===== config.mk =====
export PLATFORM = sky130hd
export DESIGN_NAME = adc_frame_reader
export DESIGN_NICKNAME = d
export VERILOG_FILES = /design/src/rtl/adcfr_pkg.sv /design/src/rtl/adcfr_sclk_gen.sv /design/src/rtl/adcfr_shifter.sv /design/src/rtl/adcfr_gap_timer.sv /design/src/rtl/adc_frame_reader.sv
export SDC_FILE = /design/constraint.sdc
export NUM_CORES = 1
export LEC_CHECK = 0
export BUFFER_PORTS_ARGS = -buffer_cell sky130_fd_sc_hd__buf_2
export CELL_PAD_IN_SITES_DETAIL_PLACEMENT = 1
export CELL_PAD_IN_SITES_GLOBAL_PLACEMENT = 1
export CORE_MARGIN = 5
export CORE_UTILIZATION = 45
export CTS_BUF_LIST = sky130_fd_sc_hd__clkbuf_16
export DETAILED_ROUTE_END_ITERATION = 16
export GPL_TIMING_DRIVEN = 0
export HOLD_SLACK_MARGIN = 0.05
export PLACE_DENSITY = 0.85
export SETUP_SLACK_MARGIN = 0.15
export SYNTH_ARGS = -nofsm -noshare
export SYNTH_HDL_FRONTEND = slang
export SYNTH_HIERARCHICAL = 1
export SYNTH_SLANG_ARGS = --single-unit

===== constraint.sdc =====
create_clock -name clk -period 4 [get_ports clk]
set_clock_uncertainty 0.15 [all_clocks]
set_input_delay 0.8 -clock clk [delete_from_list [all_inputs] [get_ports clk]]
set_output_delay 0.8 -clock clk [all_outputs]
set_load 0.01 [all_outputs]

===== src/rtl/adcfr_pkg.sv =====
package adcfr_pkg;

    typedef enum logic [0:0] {
        SEQ_IDLE   = 1'b0,
        SEQ_ACTIVE = 1'b1
    } seq_state_e;

    typedef struct packed {
        logic rise;
        logic fall;
    } sclk_evt_t;

    // Cycles needed to cover gap_ps with a clock of period_ps, rounded up, at least one.
    function automatic int unsigned gap_cycles(input int unsigned period_ps,
                                               input int unsigned gap_ps);
        int unsigned n;
        n = (gap_ps + period_ps - 1) / period_ps;
        return (n < 1) ? 1 : n;
    endfunction

endpackage


===== src/rtl/adcfr_sclk_gen.sv =====
module adcfr_sclk_gen
    import adcfr_pkg::*;
#(
    parameter int unsigned HALF_DIV = 4
) (
    input  logic      clk,
    input  logic      rst,
    input  logic      run,
    output logic      sclk_o,
    output sclk_evt_t evt
);

    logic tick;

    generate
        if (HALF_DIV <= 1) begin : g_div1
            assign tick = run;
        end else begin : g_divn
            localparam int unsigned CW = $clog2(HALF_DIV);
            logic [CW-1:0] half_cnt;

            always_ff @(posedge clk) begin
                if (rst || !run) begin
                    half_cnt <= '0;
                end else if (half_cnt == CW'(HALF_DIV - 1)) begin
                    half_cnt <= '0;
                end else begin
                    half_cnt <= half_cnt + 1'b1;
                end
            end

            assign tick = run && (half_cnt == CW'(HALF_DIV - 1));
        end
    endgenerate

    always_ff @(posedge clk) begin
        if (rst || !run) begin
            sclk_o <= 1'b0;
        end else if (tick) begin
            sclk_o <= ~sclk_o;
        end
    end

    always_comb begin
        evt.rise = tick && !sclk_o;
        evt.fall = tick &&  sclk_o;
    end

    // the clock may only be high while the generator is running
    p_sclk_stops_r2: assert property (@(posedge clk) disable iff (rst)
        !run |=> !sclk_o);

endmodule


===== src/rtl/adcfr_shifter.sv =====
module adcfr_shifter #(
    parameter int unsigned FRAME_W = 16,
    localparam int unsigned CNT_W  = $clog2(FRAME_W + 1)
) (
    input  logic               clk,
    input  logic               rst,
    input  logic               clear,
    input  logic               shift_en,
    input  logic               sdata_i,
    output logic [FRAME_W-1:0] word_o,
    output logic [CNT_W-1:0]   count_o
);

    always_ff @(posedge clk) begin
        if (rst || clear) begin
            word_o  <= '0;
            count_o <= '0;
        end else if (shift_en) begin
            word_o  <= {word_o[FRAME_W-2:0], sdata_i};
            count_o <= count_o + 1'b1;
        end
    end

    // the sequencer never asks for a bit beyond the frame length
    p_no_overshift_r3: assert property (@(posedge clk) disable iff (rst)
        shift_en |-> (count_o < CNT_W'(FRAME_W)));

endmodule


===== src/rtl/adcfr_gap_timer.sv =====
module adcfr_gap_timer #(
    parameter int unsigned GAP_CYC = 8
) (
    input  logic clk,
    input  logic rst,
    input  logic load,
    output logic expired_o
);

    localparam int unsigned CW = (GAP_CYC > 1) ? $clog2(GAP_CYC) : 1;

    logic [CW-1:0] cnt;
    logic          running;

    always_ff @(posedge clk) begin
        if (rst || load) begin
            cnt     <= '0;
            running <= 1'b1;
        end else if (running) begin
            if (cnt == CW'(GAP_CYC - 1)) begin
                running <= 1'b0;
            end else begin
                cnt <= cnt + 1'b1;
            end
        end
    end

    assign expired_o = !running;

    // a freshly loaded gap is never reported as expired
    p_gap_restart_r7: assert property (@(posedge clk) disable iff (rst)
        load |=> !expired_o);

endmodule


===== src/rtl/adc_frame_reader.sv =====
module adc_frame_reader
    import adcfr_pkg::*;
#(
    parameter int unsigned DATA_W        = 12,
    parameter int unsigned HDR_W         = 3,
    parameter int unsigned HALF_DIV      = 4,
    parameter int unsigned CLK_PERIOD_PS = 8000,
    parameter int unsigned MIN_GAP_PS    = 60000
) (
    input  logic              clk,
    input  logic              rst,
    input  logic              start_i,
    input  logic              abort_i,
    input  logic              sdata_i,
    output logic              csn_o,
    output logic              sclk_o,
    output logic              done_o,
    output logic [DATA_W-1:0] result_o,
    output logic              chan_o,
    output logic              frame_err_o
);

    localparam int unsigned FRAME_W = HDR_W + 1 + DATA_W;
    localparam int unsigned CNT_W   = $clog2(FRAME_W + 1);
    localparam int unsigned GAP_CYC = gap_cycles(CLK_PERIOD_PS, MIN_GAP_PS);
    localparam int unsigned HI_W    = $clog2(GAP_CYC + 2);

    seq_state_e         st;
    logic               pend;
    logic               gap_expired;
    logic               launch, finish, stop, run;
    sclk_evt_t          evt;
    logic [FRAME_W-1:0] word;
    logic [CNT_W-1:0]   bit_cnt;

    assign launch = (st == SEQ_IDLE) && gap_expired && (pend || start_i) && !abort_i;
    assign run    = (st == SEQ_ACTIVE) && !abort_i;
    assign stop   = (st == SEQ_ACTIVE) && abort_i;
    assign finish = run && evt.fall && (bit_cnt == CNT_W'(FRAME_W));

    adcfr_sclk_gen #(.HALF_DIV(HALF_DIV)) u_sclk (
        .clk    (clk),
        .rst    (rst),
        .run    (run),
        .sclk_o (sclk_o),
        .evt    (evt)
    );

    adcfr_shifter #(.FRAME_W(FRAME_W)) u_shift (
        .clk      (clk),
        .rst      (rst),
        .clear    (launch),
        .shift_en (run && evt.rise),
        .sdata_i  (sdata_i),
        .word_o   (word),
        .count_o  (bit_cnt)
    );

    adcfr_gap_timer #(.GAP_CYC(GAP_CYC)) u_gap (
        .clk       (clk),
        .rst       (rst),
        .load      (finish || stop),
        .expired_o (gap_expired)
    );

    always_ff @(posedge clk) begin
        if (rst) begin
            st    <= SEQ_IDLE;
            pend  <= 1'b0;
            csn_o <= 1'b1;
        end else begin
            if (abort_i || launch) begin
                pend <= 1'b0;
            end else if (start_i) begin
                pend <= 1'b1;
            end

            if (launch) begin
                st    <= SEQ_ACTIVE;
                csn_o <= 1'b0;
            end else if (finish || stop) begin
                st    <= SEQ_IDLE;
                csn_o <= 1'b1;
            end
        end
    end

    always_ff @(posedge clk) begin
        if (rst) begin
            done_o      <= 1'b0;
            result_o    <= '0;
            chan_o      <= 1'b0;
            frame_err_o <= 1'b0;
        end else begin
            done_o <= finish;
            if (finish) begin
                result_o    <= word[DATA_W-1:0];
                chan_o      <= word[DATA_W];
                frame_err_o <= ~&word[FRAME_W-1 -: HDR_W];
            end
        end
    end

    // Cycles chip-select has been high, saturating; used only by the checks below
    logic [HI_W-1:0] hi_cnt;
    always_ff @(posedge clk) begin
        if (rst) begin
            hi_cnt <= '0;
        end else if (!csn_o) begin
            hi_cnt <= '0;
        end else if (hi_cnt != {HI_W{1'b1}}) begin
            hi_cnt <= hi_cnt + 1'b1;
        end
    end

    p_sclk_idle_r1: assert property (@(posedge clk) disable iff (rst)
        csn_o |-> !sclk_o);

    p_gap_min_r7: assert property (@(posedge clk) disable iff (rst)
        $fell(csn_o) |-> (hi_cnt >= HI_W'(GAP_CYC)));

    p_done_edge_r4: assert property (@(posedge clk) disable iff (rst)
        done_o |-> $rose(csn_o));

    p_done_single_r4: assert property (@(posedge clk) disable iff (rst)
        done_o |=> !done_o);

    p_abort_stop_r8: assert property (@(posedge clk) disable iff (rst)
        (st == SEQ_ACTIVE && abort_i) |=> (csn_o && !sclk_o && !done_o));

    p_result_hold_r5: assert property (@(posedge clk) disable iff (rst)
        !done_o |-> $stable(result_o));

endmodule


---- After elaboration in Yosys (flattened, before gate mapping) ----
Cells that the tools add are included.
storage, ports and cells
  memories kept ........................... 0
  bits in latches ......................... 0
  register bits ........................... 46
  bits in read-only memories .............. 0
  RAM bits ................................ 0
  logic and storage cells ................. 55
  output and inout bits ................... 17
  input bits .............................. 5
operators by class
  order comparisons ....................... 0
  $mul .................................... 0
  bitwise operators ....................... 3
  div/mod/pow operators ................... 0
  add/subtract/negate cells ............... 3
  reductions and logical operators ........ 27
  muxes and demuxes ....................... 6
  shift operators ......................... 0
  eq/ne operators ......................... 3
operator list
  kind                 number
  $logic_and 1x1->1    11
  $logic_or 1x1->1     6
  $mux 1               6
  $add 5x1->5 const B  1
  $eq 5x5->1 const B   1
  $logic_not 1->1      5
  $reduce_or 2->1      2
  $add 3x1->3 const B  1
  $eq 3x3->1 const B   1
  $not 1->1            3
  $reduce_and 3->1     1
  $add 2x1->2 const B  1
  $eq 2x2->1 const B   1
  $reduce_and 2->1     1
  $reduce_bool 2->1    1

---- Logic depth before layout (Yosys ltp) ----
Gate-level depths: netlist (run 1).
  depth after elaboration ................. 9
  gate-level depth with buffers ........... 8
  mapped depth without buffers ............ 6

---- Modules after synthesis ----
Netlist (run 1), hierarchy kept.
modules (own cells, without submodules)
  module            times used  area each (µm²)  cells each
  adcfr_shifter     1           848.3            75
  adc_frame_reader  1           743.2            84
  adcfr_gap_timer   1           172.7            15
  adcfr_sclk_gen    1           117.6            12

---- Least setup slack after synthesis (run 1) ----
Ideal clock, no wire load.
  kind .................................... input-to-reg
  start point ............................. in abort_i
  end point ............................... reg chan_o
  slack ................................... 1.885 ns
  setup time .............................. 0.070 ns
  required time ........................... 3.780 ns
  arrival ................................. 1.895 ns
  stages .................................. 7
  path buffers ............................ 2
  cells stage by stage .................... nor2b_1 -> and3_1 -> and4b_1 -> clkbuf_1 -> buf_2 -> nand3_1 -> a21oi_1
RTL lines
  what                  RTL line                source
  from (decl)           adc_frame_reader.sv:13  input logic abort_i,
  to (signal assigned)  adc_frame_reader.sv:98  chan_o <= word[DATA_W];
  to (decl)             adc_frame_reader.sv:19  output logic chan_o,

==> results.sh, run 1 <==
export IMPL_drive_above_1_share_pct=24.2
export IMPL_layout_nets=223
export IMPL_syn_num_nets=195
export IMPL_tightest_slew_ps=510
export IMPL_synth_distinct_cells=41
export IMPL_start_util_pct=46.7
export IMPL_drt_met1_wl_um=1890
export IMPL_viasPerCell=5.35
export IMPL_clockBufferDepth=2
export IMPL_period_minus_slack_ps=2270
export IMPL_critPathKind="in -> reg"
export IMPL_ys_seq_area_share_pct=48.9
export IMPL_cts_tree="done"
export IMPL_ff_latch_area_um2=921
export IMPL_rsz0062_at_grt="no"
export IMPL_met2_length_um=1950
export IMPL_crit_path_end_kind="register"
export IMPL_hold_end="u_sclk/g_divn.half_cnt[0]"
export IMPL_antenna_cells=0
export IMPL_insertion_delay_ps=280
export IMPL_dp_hpwl_um=2870
export IMPL_ys_ff_latch=46
export IMPL_cts_resized_gates=0
export IMPL_antenna_found_initial=0
export IMPL_place_gp_congestion=0.741
export IMPL_worst_endpoint_required_ps=4000
export IMPL_critPathLaunchType="primary input"
export IMPL_clock_sinks=46
export IMPL_fin_cells=265
export IMPL_yosysMostFrequentCell="dfxtp_1"
export IMPL_n_fill_cell=465
export IMPL_async_flop_share_pct=0
export IMPL_pin_count=22
export IMPL_setup_viol=0
export IMPL_synthFlopType="dfxtp_1"
export IMPL_grt_usage_pct=16.3
export IMPL_dieArea_mm2=0.00557
export IMPL_drt_antenna_violating_nets=0
export IMPL_port_buffers=21
export IMPL_dr_pass1_iters=4
export IMPL_holdBufCountCts=0
export IMPL_multi_input_area_um2=866
export IMPL_cp_cell_sequence="buf_2, nor2b_1, and3_1, nand4b_1, buf_1, o21ai_1, a21oi_1"
export IMPL_avgSynthCellArea_um2=10.1
export IMPL_dp_cells=257
export IMPL_drt_total_wl_um=4040
export IMPL_core_area_mm2=0.00403
export IMPL_grt_overflow_total=0
export IMPL_tns_ps=0
export IMPL_holdCritStartpoint="u_sclk/g_divn.half_cnt[0]"
export IMPL_whs_path_depth=1
export IMPL_p_per_area_mw_per_mm2=400
export IMPL_cp_slowest_cell="buf_1"
export IMPL_timing_fmax_mhz=441
export IMPL_arrival_ps=2270
export IMPL_die_y_um=74.7
export IMPL_yosys_warnings=6
export IMPL_grt_pass1_wl_um=6930
export IMPL_reg2reg_to="result_o[7]"
export IMPL_slowest_delay_ps=300
export IMPL_area_growth_pct=16.2
export IMPL_post_cts_setup_buffer_count=0
export IMPL_synthTopCellsByArea="dfxtp_1 (49%), mux2i_1 (10%), a21oi_1 (4.0%)"
export IMPL_p_leak_nw=0.867
export IMPL_maxUsedRoutingLayer="met4"
export IMPL_status="completed"
export IMPL_clockRootBuffer="clkbuf_16"
export IMPL_peakVddDrop_v=0.000255
export IMPL_drc_errors=0
export IMPL_ys_top_cells_by_count="dfxtp_1 (46), mux2i_1 (19), a21oi_1 (15), nand3_1 (13)"
export IMPL_maxCapViolCount=0
export IMPL_clk_pin_slew_ps=60
export IMPL_wire_per_inst_um=15.2
export IMPL_cts_made_buffers=5
export IMPL_hold_viol_final=0
export IMPL_slew_headroom_pct=65.7
export IMPL_via_count=1419
export IMPL_post_route_period_util_pct=56.7
export IMPL_die_x_um=74.7
export IMPL_grt_max_degree=14
export IMPL_slew_violations=0
export IMPL_netlist_area_mm2=0.00188
export IMPL_yosysTopAreaCell="dfxtp_1"
export IMPL_rr_worst_depth=6
export IMPL_grt_pass1_vias=1422
export IMPL_path_max_fanout=10
export IMPL_rr_startpoint="st"
export IMPL_rrSetupSlack_ps=1910
export IMPL_syn_inst=186
export IMPL_hp_class="reg -> reg"
export IMPL_rows=23
export IMPL_dr_wl_met3_um=146
export IMPL_drtIter0Drc=81
export IMPL_synth_edf_count=0
export IMPL_synth_top_area_share_pct=48.9
export IMPL_cts_htree_levels=2
layout make-up:
cell class	count	share of cell area [%]
buffer	12	4.18
clock buffer	5	5.72
clock inverter	3	0.572
inverter	1	0.172
multi-input combinational	127	39.6
sequential	46	42.1
tap	50	2.86
timing repair buffer	21	4.81
how the worst max path moves through the flow:
stage                     cells past startpoint           end  startpoint
after detailed placement                      8   result_o[1]     abort_i
after CTS                                     8   result_o[1]     abort_i
after floorplan                               7        chan_o     abort_i
after global routing                          7   result_o[7]     abort_i
after global placement                        7  result_o[10]     abort_i
final                                         7   result_o[7]     abort_i
layer usage:
metal  global-route usage (%)  vias up
met2                     26.5       16
met1                     21.3      678
met4                     4.74        0
li1                         -      719
met3                     4.14        6
met5                        0        -
flip-flops by register name (all words and copies together), names as in the netlist:
register,flops
u_gap/cnt,3
u_sclk/g_divn.half_cnt,2
pend,1
frame_err_o,1
u_sclk/sclk_o,1
u_gap/running,1
u_shift/word_o,16
csn_o,1
result_o,12
chan_o,1
u_shift/count_o,5
st,1
done_o,1
cells in the final DEF, fill, tap and decap left out, types with 2 or more instances in the layout:
cell type | synthesis | layout
buf_2 | 3 | 24
xnor2_1 | 3 | 3
nor2_1 | 11 | 11
nor2_2 | 11 | 11
nand2b_1 | 3 | 3
clkbuf_1 | 3 | 3
buf_6 | 3 | 3
and3_1 | 2 | 2
a21oi_1 | 15 | 15
nor3b_1 | 4 | 4
inv_1 | 1 | 2
o21ai_0 | 4 | 4
o21ai_1 | 9 | 9
nor3_1 | 7 | 7
mux2i_1 | 19 | 19
nand3_1 | 13 | 13
mux2_2 | 2 | 2
nand4_1 | 2 | 2
clkbuf_16 | 0 | 5
ha_1 | 4 | 4
dfxtp_1 | 46 | 46
kinds of logic (layout without fill, tap and decap cells):
family	Yosys count	after routing	synth area share (%)
compound gates	35	35	10.6
xor+xnor	3	3	1.40
fa+ha+maj	4	4	2.66
buf+inv	13	42	5.05
flops	46	46	48.9
mux	21	21	11.3
simple gates	64	64	20.0
metrics by stage:
stage | hold slack, ps | utilization, % | setup WS [ps] | cell area, um^2 | power [mW]
6_report | 274 | 54.3 | 1730 | 2190 | 0.876
5_1_grt | 285 | 54.3 | 1530 | 2190 | 0.909
4_1_cts | 277 | 54.3 | 1750 | 2190 | 0.886
3_5_place_dp | 268 | 50.9 | 1460 | 2050 | 0.502
3_3_place_gp | 268 | 50.9 | 1480 | 2050 | 0.500
2_1_floorplan | 254 | - | 1880 | 1880 | 0.492
power by group:
part           switching [mW]  total, mW  internal [mW]
registers             0.00231      0.464          0.462
clock network           0.159      0.385          0.226
logic                  0.0153     0.0267         0.0114
total                   0.177      0.876          0.699
critical path, delay by kind of cell:
family                 cells  cell delay (ps)
buffers and inverters      2              430
AND/OR/NAND/NOR            3              750
AO/OA/AOI/OAI              2              280
(Power assumes the default switching activity.)
==> run 2: changes to the inputs <==
--- a/config.mk
+++ b/config.mk
@@ -9,12 +9,12 @@
 export CELL_PAD_IN_SITES_DETAIL_PLACEMENT = 1
 export CELL_PAD_IN_SITES_GLOBAL_PLACEMENT = 1
 export CORE_MARGIN = 5
-export CORE_UTILIZATION = 45
+export CORE_UTILIZATION = 40
 export CTS_BUF_LIST = sky130_fd_sc_hd__clkbuf_16
 export DETAILED_ROUTE_END_ITERATION = 16
 export GPL_TIMING_DRIVEN = 0
 export HOLD_SLACK_MARGIN = 0.05
-export PLACE_DENSITY = 0.85
+export PLACE_DENSITY = 0.8
 export SETUP_SLACK_MARGIN = 0.15
 export SYNTH_ARGS = -nofsm -noshare
 export SYNTH_HDL_FRONTEND = slang
==> constraint.sdc (replaced) <==
create_clock -name clk -period 2.08 [get_ports clk]
set_clock_uncertainty 0.15 [all_clocks]
set_input_delay 0.416 -clock clk [delete_from_list [all_inputs] [get_ports clk]]
set_output_delay 0.416 -clock clk [all_outputs]
set_load 0.01 [all_outputs]
==> results.sh, run 2 (synthesis results as in run 1) <==
export IMPL_grt_use_met3_pct=3.56
export IMPL_drive_above_1_share_pct=27.8
export IMPL_hp_class="in -> reg"
export IMPL_critPathKind="reg -> reg"
export IMPL_layout_commonest_cell="dfxtp_1"
export IMPL_n_fill_cell=524
export IMPL_clock_sinks=46
export IMPL_dieArea_mm2=0.00618
export IMPL_worst_endpoint_required_ps=2090
export IMPL_clk_pin_slew_ps=60
export IMPL_period_minus_slack_ps=1840
export IMPL_pwr_share_comb_pct=3.0
export IMPL_antenna_found_initial=0
export IMPL_post_route_period_util_pct=88.4
export IMPL_dpl_cell_area_mm2=0.00205
export IMPL_power_switching_mw=0.349
export IMPL_cp_cell_sequence="ha_4, and3_1, nand4b_1, nor2_4, a21o_1, or3_1"
export IMPL_drc_errors=0
export IMPL_port_buffers=21
export IMPL_final_cell_area_mm2=0.00228
export IMPL_power_frac_clock_pct=47.9
export IMPL_layout_nets=224
export IMPL_grt_pass1_vias=1538
export IMPL_multi_input_area_um2=898
export IMPL_busiest_layer="met2"
export IMPL_crit_family="simple AND/OR/NAND/NOR gates"
export IMPL_area_growth_pct=21.0
export IMPL_power_frac_seq_pct=49.1
export IMPL_hold_viol_final=0
export IMPL_internal_power_mw=1.47
export IMPL_grt_overflow_total=0
export IMPL_pin_count=22
export IMPL_clockRootBuffer="clkbuf_16"
export IMPL_drtIter0Drc=44
export IMPL_p_leak_nw=0.891
export IMPL_path_max_fanout=5
export IMPL_crit_path_end_kind="register"
export IMPL_swShare_pct=19.2
export IMPL_setup_viol=0
export IMPL_fin_util_pct=49.2
export IMPL_die_x_um=78.6
export IMPL_layout_cells_most_common_list="dfxtp_1 (45), buf_2 (23), mux2i_1 (17), a21oi_1 (15), nand3_1 (13)"
export IMPL_cts_htree_levels=2
export IMPL_status="completed"
export IMPL_insertion_delay_ps=280
export IMPL_slowest_delay_ps=370
export IMPL_reg_top3="u_shift/word_o (16), result_o (12), u_shift/count_o (5)"
export IMPL_rsz0062_at_grt="no"
export IMPL_grt_pass1_wl_um=7270
export IMPL_largest_reg_flops=16
export IMPL_critPathLaunchType="register"
export IMPL_grt_usage_pct=15.1
export IMPL_peakVddDrop_v=0.000282
export IMPL_start_util_pct=40.6
export IMPL_die_y_um=78.6
export IMPL_grt_use_met2_pct=27.2
export IMPL_met1_usage_pct=16.7
export IMPL_dp_hpwl_um=2920
export IMPL_viasPerCell=5.40
export IMPL_drt_total_wl_um=4370
export IMPL_dr_pass1_iters=4
export IMPL_grt_max_degree=14
export IMPL_tightest_slew_ps=573
export IMPL_maxCapViolCount=0
export IMPL_antenna_cells=0
export IMPL_finalPower_mw=1.82
export IMPL_arrival_ps=1850
export IMPL_regMostFlops="u_shift/word_o"
export IMPL_rows=25
export IMPL_clockBufferDepth=2
export IMPL_drt_antenna_violating_nets=0
export IMPL_cp_slowest_cell="or3_1"
export IMPL_slew_headroom_pct=61.5
export IMPL_wire_per_inst_um=16.2
export IMPL_cts_tree="done"
export IMPL_ff_latch_area_um2=922
export IMPL_place_gp_congestion=0.728
export IMPL_p_per_area_mw_per_mm2=798
export IMPL_timing_fmax_mhz=544
export IMPL_critPathBufInv=0
export IMPL_core_area_mm2=0.00463
export IMPL_via_count=1457
export IMPL_cts_made_buffers=5
export IMPL_slew_violations=0
==> run 2: changes by cell type in the layout (fill, tap and decap cells not counted), sizes merged <==
cell | before | now
clkinv | 2 | 0
bufinv | 0 | 1
inv | 2 | 3
buf | 30 | 31
==> run 2: final timing paths <==
kind / start / end / cells past startpoint / slack (ps)
worst min register to register: result_o[4] / result_o[4] / 2 / 320
worst min-delay path: sdata_i / u_shift/word_o[0] / 3 / 240
worst max-delay path: u_sclk/g_divn.half_cnt[0] / u_gap/running / 6 / 240
worst max register to register: u_sclk/g_divn.half_cnt[0] / u_gap/running / 6 / 240
==> run 2: repair_timing <==
| item | 4_1_cts | 5_1_grt |
|---|---|---|
| endpoints found under the setup margin | 28 | 35 |
| hold buffers | 0 | 0 |
| endpoints found under the hold margin | 0 | 0 |
| buffers inserted | 1 | 0 |
| gates resized for setup | 5 | 11 |
| gates cloned | 0 | 0 |
==> run 2: worst min-delay path, stage by stage <==
cell and delay [ps]:
buf_2 80, mux2i_1 70, nor2_2 70
==> run 2: area by class of cell <==
type | count | share of cell area [%]
Buffer | 12 | 4.84
Clock inverter | 3 | 1.65
Multi-Input combinational cell | 127 | 39.5
Clock buffer | 5 | 5.49
Timing Repair Buffer | 22 | 4.95
Tap cell | 54 | 2.97
Sequential cell | 46 | 40.5
Inverter | 1 | 0.165
==> run 2: routing by layer <==
layer | wire length, um | vias to the layer above
met3 | 135 | 8
met2 | 2200 | 20
met1 | 1950 | 709
met4 | 84 | 0
li1 | - | 720
met5 | 0 | -
==> run 2: per-stage QoR <==
stage          setup TNS [ps]  hold WS (ps)  setup slack, ps  std cells
3_5_place_dp             -725           274             -107        261
3_3_place_gp             -382           270            -49.1        261
6_report                    0           244              241        270
2_1_floorplan               0           254              333        186
4_1_cts                     0           244              154        270
5_1_grt                     0           270              165        270
==> run 2: power groups by stage <==
stage	clock [mW]	sequential (mW)	combinational, mW
6_report	0.870	0.893	0.0540
5_1_grt	0.928	0.893	0.0592
4_1_cts	0.889	0.893	0.0543
3_5_place_dp	0	0.912	0.0527
3_3_place_gp	0	0.912	0.0495
2_1_floorplan	0	0.911	0.0358
==> run 3: changes to the inputs <==
--- a/config.mk
+++ b/config.mk
@@ -5,16 +5,18 @@
 export SDC_FILE = /design/constraint.sdc
 export NUM_CORES = 1
 export LEC_CHECK = 0
-export BUFFER_PORTS_ARGS = -buffer_cell sky130_fd_sc_hd__buf_2
+export ABC_AREA = 1
+export BUFFER_PORTS_ARGS = -buffer_cell sky130_fd_sc_hd__buf_4
 export CELL_PAD_IN_SITES_DETAIL_PLACEMENT = 1
 export CELL_PAD_IN_SITES_GLOBAL_PLACEMENT = 1
 export CORE_MARGIN = 5
-export CORE_UTILIZATION = 40
+export CORE_UTILIZATION = 37
 export CTS_BUF_LIST = sky130_fd_sc_hd__clkbuf_16
 export DETAILED_ROUTE_END_ITERATION = 16
+export GPL_ROUTABILITY_DRIVEN = 0
 export GPL_TIMING_DRIVEN = 0
 export HOLD_SLACK_MARGIN = 0.05
-export PLACE_DENSITY = 0.8
+export PLACE_DENSITY = 0.79
 export SETUP_SLACK_MARGIN = 0.15
 export SYNTH_ARGS = -nofsm -noshare
 export SYNTH_HDL_FRONTEND = slang
==> results.sh, run 3 <==
export IMPL_cts_htree_levels=2
export IMPL_status="completed"
export IMPL_layout_commonest_cell="nor2_1"
export IMPL_port_buffers=21
export IMPL_synthTopCellsByArea="dfxtp_1 (49%), nor2_1 (16%), o21bai_1 (5.6%)"
export IMPL_pwr_share_comb_pct=3.2
export IMPL_dpl_cell_area_mm2=0.00211
export IMPL_power_frac_seq_pct=48.0
export IMPL_whs_path_depth=2
export IMPL_rsz0062_at_grt="no"
export IMPL_syn_inst=239
export IMPL_swShare_pct=20.2
export IMPL_layout_nets=278
export IMPL_p_leak_nw=1.09
export IMPL_yosysTopAreaCell="dfxtp_1"
export IMPL_post_route_period_util_pct=84.6
export IMPL_setup_viol=0
export IMPL_cts_made_buffers=5
export IMPL_final_cell_area_mm2=0.00231
export IMPL_synth_top_area_share_pct=49.4
export IMPL_critPathLaunchType="register"
export IMPL_drt_total_wl_um=3790
export IMPL_clockBufferDepth=2
export IMPL_ys_seq_area_share_pct=49.4
export IMPL_ys_top_cells_by_count="nor2_1 (81), dfxtp_1 (46), nand2_1 (23), inv_1 (17), o21ai_0 (16)"
export IMPL_clk_pin_slew_ps=60
export IMPL_power_switching_mw=0.376
export IMPL_grt_usage_pct=13.0
export IMPL_drc_errors=0
export IMPL_grt_overflow_total=0
export IMPL_critPathKind="reg -> reg"
export IMPL_maxCapViolCount=0
export IMPL_yosysMostFrequentCell="nor2_1"
export IMPL_area_growth_pct=23.9
export IMPL_reg_top3="u_shift/word_o (16), result_o (12), u_shift/count_o (5)"
export IMPL_power_frac_clock_pct=48.8
export IMPL_regMostFlops="u_shift/word_o"
export IMPL_dr_pass1_iters=4
export IMPL_layout_cells_most_common_list="nor2_1 (78), dfxtp_1 (45), nand2_1 (23), buf_4 (22), inv_1 (17)"
export IMPL_core_area_mm2=0.00482
export IMPL_largest_reg_flops=16
export IMPL_async_flop_share_pct=0
export IMPL_start_util_pct=38.7
export IMPL_pre_cts_ws_ps=-3.77
export IMPL_antenna_cells=0
export IMPL_timing_fmax_mhz=568
export IMPL_arrival_ps=1790
export IMPL_rr_worst_depth=12
export IMPL_die_y_um=81.0
export IMPL_netlist_area_mm2=0.00187
export IMPL_yosys_warnings=6
export IMPL_antenna_found_initial=0
export IMPL_die_x_um=81.0
export IMPL_wire_per_inst_um=11.2
export IMPL_slew_violations=0
export IMPL_ys_ff_latch=46
export IMPL_crit_path_end_kind="register"
export IMPL_synth_distinct_cells=23
export IMPL_path_max_fanout=10
export IMPL_fin_ws_ps=319
export IMPL_via_count=1518
export IMPL_grt_pass1_wl_um=6550
export IMPL_finalPower_mw=1.86
export IMPL_holdBufCountCts=0
export IMPL_synthFlopType="dfxtp_1"
export IMPL_hold_viol_final=0
export IMPL_drt_antenna_violating_nets=0
export IMPL_dp_hpwl_um=2710
export IMPL_peakVddDrop_v=0.000522
export IMPL_grt_pass1_vias=1467
export IMPL_worst_endpoint_required_ps=2110
export IMPL_pin_count=22
export IMPL_drtIter0Drc=73
export IMPL_tns_ps=0
export IMPL_clock_sinks=46
export IMPL_cts_tree="done"
export IMPL_slew_headroom_pct=70.5
export IMPL_internal_power_mw=1.48
export IMPL_avgSynthCellArea_um2=7.81
export IMPL_grt_max_degree=16
export IMPL_syn_num_nets=248
export IMPL_synth_edf_count=0
export IMPL_hp_class="in -> reg"
export IMPL_p_per_area_mw_per_mm2=804
export IMPL_drive_above_1_share_pct=21.1
export IMPL_insertion_delay_ps=290
export IMPL_dieArea_mm2=0.00656
export IMPL_tightest_slew_ps=443
export IMPL_period_minus_slack_ps=1760
export IMPL_rows=25
export IMPL_clockRootBuffer="clkbuf_16"
export IMPL_hold_ws_ps=163
export IMPL_viasPerCell=4.50
[run 3: changes by cell type in the layout (fill, tap and decap cells not counted), moves of 14 or more]
| cell | change |
|---|---|
| mux2i_1 | -17 |
| inv_1 | +14 |
| buf_2 | -20 |
| buf_4 | +19 |
| nand2_1 | +22 |
| nor2_1 | +67 |
[run 3: repair_timing]
| action | in CTS | in global routing |
|---|---|---|
| endpoints found under the setup margin | 2 | 14 |
| pin swaps | 0 | 1 |
| buffers inserted | 0 | 2 |
| resized for setup | 2 | 2 |
[run 3: per-layer routing]
layer	share of wire [%]	vias to the layer above	wire length, um	track usage [%]
met4	1.6	0	59	5.07
met5	0	-	0	0
met2	47	24	1800	21.9
met3	4.1	6	157	3.33
li1	-	807	-	-
met1	47	681	1770	15.9
[run 3: kinds of logic after synthesis]
logic type / Yosys count / synth area share [%]
AND/OR/NAND/NOR: 121 / 27.5
flip-flops: 46 / 49.4
AO/OA/AOI/OAI: 38 / 12.1
buffers and inverters: 30 / 8.38
adder cells (fa/ha/maj): 4 / 2.68
[run 3: critical path, cell delays in order, from the launching register on]
cell and delay (ps):
dfxtp_2 360, nand2_2 90, inv_1 100, nand2_1 70, nor2_1 130, nand2_1 90
nor2_2 150, nand2_4 90, clkbuf_8 170, nand2_1 70, nor2_2 60, nand2_1 80
nor2_1 40
[run 3: stage by stage]
step	util, %	cells
floorplan	-	239
global placement	43.7	327
detailed placement	43.7	327
CTS	47.4	335
global route	48.0	337
finish	48.0	337
[run 3: layout make-up]
cell class / count / area, um^2
Fill cell: 618 / 2500
Sequential cell: 46 / 922
Multi-Input combinational cell: 163 / 796
Timing Repair Buffer: 23 / 185
Clock buffer: 5 / 125
Inverter: 22 / 87.6
Tap cell: 67 / 83.8
Buffer: 8 / 68.8
Clock inverter: 3 / 43.8
[run 3: final timing paths]
path	startpoint	endpoint	slack, ps
max	st	u_gap/cnt[2]	320
min	abort_i	pend	160
max reg2reg	st	u_gap/cnt[2]	320
min reg2reg	u_sclk/g_divn.half_cnt[0]	u_sclk/g_divn.half_cnt[0]	270
[run 3: power groups by stage]
stage	Sequential (mW)	Clock (mW)	Combinational (mW)
3_3_place_gp	0.912	0	0.0574
5_1_grt	0.893	0.971	0.0683
3_5_place_dp	0.912	0	0.0598
2_1_floorplan	0.911	0	0.0398
4_1_cts	0.892	0.933	0.0605
6_report	0.892	0.908	0.0592
